--- src/rtl/lpm_ctrl.sv ---
module lpm_ctrl #(
  parameter int NUM_IRQ = 8
) (
  input  logic               clk,
  input  logic               rst_n,
  input  logic               wait_req,
  input  logic               deep_sel,
  input  logic [NUM_IRQ-1:0] irq_pend,
  input  logic [NUM_IRQ-1:0] irq_en,
  input  logic               reg_wr,
  input  logic [7:0]         reg_wdata,
  output logic [7:0]         reg_rdata,
  output logic               core_clk_en,
  output logic               deep_sleep_en,
  output logic               pwr_down_en,
  output logic               deep_pwr_down_en
);

  logic       wake;
  logic       enter;
  logic       asleep_q;
  logic [1:0] req_q;
  logic [2:0] en_q;
  logic [3:0] flag_q;
  logic [3:0] pick;

  assign wake  = |(irq_pend & irq_en);
  assign enter = !asleep_q && wait_req && !wake;

  always_comb begin
    if (req_q[1])      pick = 4'b1000;
    else if (req_q[0]) pick = 4'b0100;
    else if (deep_sel) pick = 4'b0010;
    else               pick = 4'b0001;
  end

  always_ff @(posedge clk or negedge rst_n) begin
    if (!rst_n) begin
      asleep_q <= 1'b0;
      en_q     <= '0;
      req_q    <= '0;
      flag_q   <= '0;
    end else begin
      if (enter) begin
        asleep_q <= 1'b1;
        en_q     <= pick[3:1];
      end else if (asleep_q && wake) begin
        asleep_q <= 1'b0;
        en_q     <= '0;
      end
      if (reg_wr) req_q <= reg_wdata[1:0];
      flag_q <= (flag_q & ~(reg_wr ? reg_wdata[7:4] : 4'b0000))
              | (enter ? pick : 4'b0000);
    end
  end

  assign core_clk_en      = !asleep_q;
  assign deep_sleep_en    = en_q[0];
  assign pwr_down_en      = en_q[1];
  assign deep_pwr_down_en = en_q[2];
  assign reg_rdata        = {flag_q, 2'b00, req_q};


  run_holds_chk: assert property (@(posedge clk) disable iff (!rst_n)
    core_clk_en && !wait_req |=> core_clk_en);


  dpd_priority_chk: assert property (@(posedge clk) disable iff (!rst_n)
    core_clk_en && wait_req && !wake && reg_rdata[1] |=> deep_pwr_down_en);


  one_enable_chk: assert property (@(posedge clk) disable iff (!rst_n)
    $onehot0({deep_sleep_en, pwr_down_en, deep_pwr_down_en}));


  flags_sticky_chk: assert property (@(posedge clk) disable iff (!rst_n)
    !reg_wr |=> ((reg_rdata[7:4] & $past(reg_rdata[7:4])) == $past(reg_rdata[7:4])));


  pending_abort_chk: assert property (@(posedge clk) disable iff (!rst_n)
    core_clk_en && wake |=> core_clk_en);


  wake_release_chk: assert property (@(posedge clk) disable iff (!rst_n)
    !core_clk_en && wake |=> core_clk_en && !deep_sleep_en && !pwr_down_en && !deep_pwr_down_en);


  asleep_hold_chk: assert property (@(posedge clk) disable iff (!rst_n)
    !core_clk_en && !wake |=> !core_clk_en && $stable({deep_sleep_en, pwr_down_en, deep_pwr_down_en}));

endmodule

--- config.mk ---
export PLATFORM = sky130hd
export DESIGN_NAME = lpm_ctrl
export DESIGN_NICKNAME = d
export VERILOG_FILES = /design/src/rtl/lpm_ctrl.sv
export SDC_FILE = /design/constraint.sdc
export NUM_CORES = 1
export LEC_CHECK = 0
export ABC_AREA = 1
export CAP_MARGIN = 20
export CORE_MARGIN = 2
export CORE_UTILIZATION = 29
export DETAILED_ROUTE_END_ITERATION = 12
export PLACE_DENSITY = 0.78
export SYNTH_ARGS = -nofsm -noshare
export SYNTH_HDL_FRONTEND = slang
export SYNTH_SLANG_ARGS = --single-unit
--- constraint.sdc ---
create_clock -name clk -period 0.9 [get_ports clk]
set_clock_uncertainty 0.05 [all_clocks]
set_input_delay 0.18 -clock clk [delete_from_list [all_inputs] [get_ports clk]]
set_output_delay 0.18 -clock clk [all_outputs]
set_load 0.005 [all_outputs]
# == Yosys cells after proc, flatten, opt, wreduce, memory -nomap -nowiden ==
# Cells that the tools add are included.
# word_totals
reg_bits,10
inputBits,29
output_inout_bits,12
word_cells,24
# op_classes
muxes,9
bitwise,4
n_reduce_logical,7
# ops
operator,count
$mux 4,3
$mux 3,3
$and 8x8->8,1
$reduce_or 8->1,1
$and 4x4->4,1
$not 4->4,1
$or 4x4->4,1
$logic_and 1x1->1,3
$logic_not 1->1,2
$mux 1,2
$mux 2,1
$reduce_bool 2->1,1

# == Longest topological paths before layout ==
# logic_depth
depth_word,6
depth_mapped,7

# == Worst setup path before layout ==
# No wires, ideal clock.
# synth_path
path_type,register -> register
start,register asleep_q
end,register en_q[0]
setup_time_ns,0.117
t_arrival_ns,0.808
required_ns,0.733
slack_ns,-0.075
stages_incl_launch_ff,5
cell_sequence,dfrtp_1 -> nor2_4 -> nand3_2 -> nand3_1 -> nand2_1
# synth_between
elab_chain_cells,4
# synth_lines
element,line_no,text
start: declaration,21,logic asleep_q;
start signal: assignment,39,asleep_q <= 1'b0;
start signal: assignment,45,asleep_q <= 1'b1;
start signal: assignment,48,asleep_q <= 1'b0;
$logic_not 1->1,28,assign enter = !asleep_q && wait_req && !wake;
$logic_and 1x1->1 (2 in a row),28,
$mux 3 or $reduce_bool 2->1 (tied branches),-,
end signal: assignment,46,en_q <= pick[3:1];
end: declaration,23,logic [2:0] en_q;
# Several ways; a longest one is shown, not always the timed one.
# A chain may end at the register's enable or synchronous reset.

# == Final worst setup path ==
# layout_path
start,register asleep_q
end,output core_clk_en
# layout_between
elab_chain_cells,1
# layout_lines
element,line_no,text
$logic_not 1->1,57,assign core_clk_en = !asleep_q;
end: declaration,13,"output logic core_clk_en,"
# Every way passes these cells.

==> flow_metrics.py <==
metrics = {
    "finish": {
        "diodes": 0,
        "final_cell_mix": "22 x nand2_1, 16 x dlygate4sd2_1",
        "stdcell_count": 145,
        "final_util_pct": 63.8,
        "fin_area_um2": 1100,
        "final_common_cell": "nand2_1",
        "drive_gt1_share_pct": 42.5,
        "nNetsFinal": 150,
        "area_growth_pct": 105,
    },
    "worst_setup_path": {
        "cp.arrival_ns": 0.84,
        "critPathKind": "register to output port",
        "rr_startpoint": "asleep_q",
        "cp-end-kind": "output port",
        "cp.required_ns": 0.67,
        "crit_start": "asleep_q",
        "startpoint_type": "register",
        "cp_max_fo": 2,
    },
    "drt": {
        "postRouteAntennaNets": 0,
        "drt_iter0_markers": 4,
        "vias": 627,
        "vias_per_cell": 4.32,
        "first_pass_iters": 4,
        "avgRoutedWirePerCell_um": 11.9,
        "drcViolationCount": 0,
        "routed_wl_um": 1730,
    },
    "place": {
        "place_hpwl_um": 1190,
        "dp_cells": 132,
        "gp_congestion": 0.768,
        "port_buffers": 36,
        "place_area_um2": 976,
    },
    "run": {
        "cap_violations": 0,
    },
    "cts": {
        "cts-root-buf": "clkbuf_4",
        "ctsLongestPathBuffers": 2,
        "cts_buffers": 3,
        "cts.htree.levels": 1,
        "cts_tree": "yes",
        "clkLatencyLatePin_ns": 0.27,
        "cts.clk_slew.worst_paths_ns": 0.07,
        "cts_num_sinks": 10,
    },
    "global_routing": {
        "grt_pass1_wl_um": 2680,
        "grtUsageTotal_pct": 17.5,
        "antenna_found_initial": 0,
        "grt_pass1_vias": 642,
        "grt_max_degree": 11,
        "grt-ovfl-total": 0,
    },
    "logic_synthesis": {
        "synthTopCellsByArea": "dfrtp_1 47%, nand2_1 18%, nand3_2 7.4%",
        "yosysWarningCount": 0,
        "netlist_area_um2": 538,
        "synthDistinctLibCells": 15,
        "ys_seq_elements": 10,
        "avgSynthCellArea_um2": 8.15,
        "yosys.area.top_type_share_pct": 46.5,
        "syn-instance-count": 66,
        "synth_seq_area_share_pct": 46.5,
        "yosys.area.top_type": "dfrtp_1",
    },
    "floorplanning": {
        "rows": 15,
        "ioPinCount": 41,
        "initial_core_util_pct": 31.2,
        "dieHeight_um": 47.1,
        "fp.dieW_um": 47.1,
        "die-area_um2": 2220,
        "coreArea_um2": 1730,
    },
    "timing": {
        "setup_slack_ns": -0.174,
        "finalSetupViolCount": 17,
        "post-route-period-util_pct": 119,
        "report.final.slew_viol_count": 0,
        "period_minus_slack_ns": 1.07,
        "fin_setup_tns_ns": -2.09,
        "hold_viol": 0,
        "rsz0062_at_grt": "true",
        "max_freq_mhz": 931,
    },
    "outcome": {
        "status": "complete, but fails checks",
        "failed_checks": "negative setup slack",
    },
    "power": {
        "leakagePower_nw": 0.579,
        "power.density_nw_per_um2": 1230,
        "peakVddDrop_mv": 1.14,
    },
    "hold_path": {
        "hold_class": "primary input to async pin",
    },
}
-- state kept, by name, summed over array words and instances (netlist names) --
name,count
asleep_q,1
en_q,3
flag_q,4
req_q,2
-- cell usage after synthesis, drive strengths merged --
library cell  count
a21oi             1
buf               2
clkinv            1
conb              1
dfrtp            10
inv               5
nand2            30
nand3             8
nor2              4
nor3              1
o21ai             3
-- power by group --
group          switching [mW]  internal [mW]  total (mW)
Clock                   0.166          0.246       0.412
Sequential             0.0218          0.490       0.512
Combinational           0.189          0.238       0.427
Total                   0.377          0.974        1.35
-- worst max-delay path, stage by stage (launching register included) --
cell     delay (ns)
dfrtp_1        0.40
inv_1          0.07
buf_2          0.11
-- layer usage --
layer / vias up / track usage [%] / wire length [µm]
met2: 20 / 31.2 / 907
met1: 293 / 19.0 / 701
li1: 312 / - / -
met5: - / 0 / 0
met4: 0 / 6.67 / 21
met3: 2 / 5.77 / 98
-- final timing paths --
check / cells past startpoint / slack (ns) / to
worst max register to register: 5 / -0.17 / en_q[2]
max in group asynchronous: 2 / 0.51 / flag_q[3]
worst max-delay path: 2 / -0.17 / core_clk_en
min in group clk: 6 / 0.40 / asleep_q
worst min-delay path: 2 / 0.18 / en_q[0]
worst min register to register: 2 / 0.44 / flag_q[3]
-- cell type report --
class                           instances  area (µm²)
Timing Repair Buffer                   51         430
Clock buffer                            4        36.3
Multi-Input combinational cell         49         325
Inverter                                6        27.5
Fill cell                             156         626
Sequential cell                        10         250
Tap cell                               25        31.3
-- logic make-up (layout without fill, tap and decap cells) --
kind of cell / Yosys count / in the layout / share of synthesized area, %
AOI/OAI and AO/OA: 4 / 4 / 3.72
other: 1 / 2 / 0.697
buffers and inverters: 8 / 61 / 7.21
DFF: 10 / 10 / 46.5
and+or+nand+nor: 43 / 43 / 41.9
-- per-stage QoR --
stage	total power, mW	setup slack [ns]	hold slack (ns)
floorplan	0.641	-0.0302	-0.166
global placement	0.888	-0.404	0.420
detailed placement	0.894	-0.439	0.425
CTS	1.31	-0.176	0.173
global route	1.43	-0.219	0.169
finish	1.35	-0.174	0.181
-- what timing repair did --
item,4_1_cts,5_1_grt
endpoints found under the setup margin,18,19
buffers inserted,8,3
pin swaps,28,8
resized for setup,70,7
endpoints found under the hold margin,0,0
hold buffers,0,0
Power figures use the tool's default switching activity.
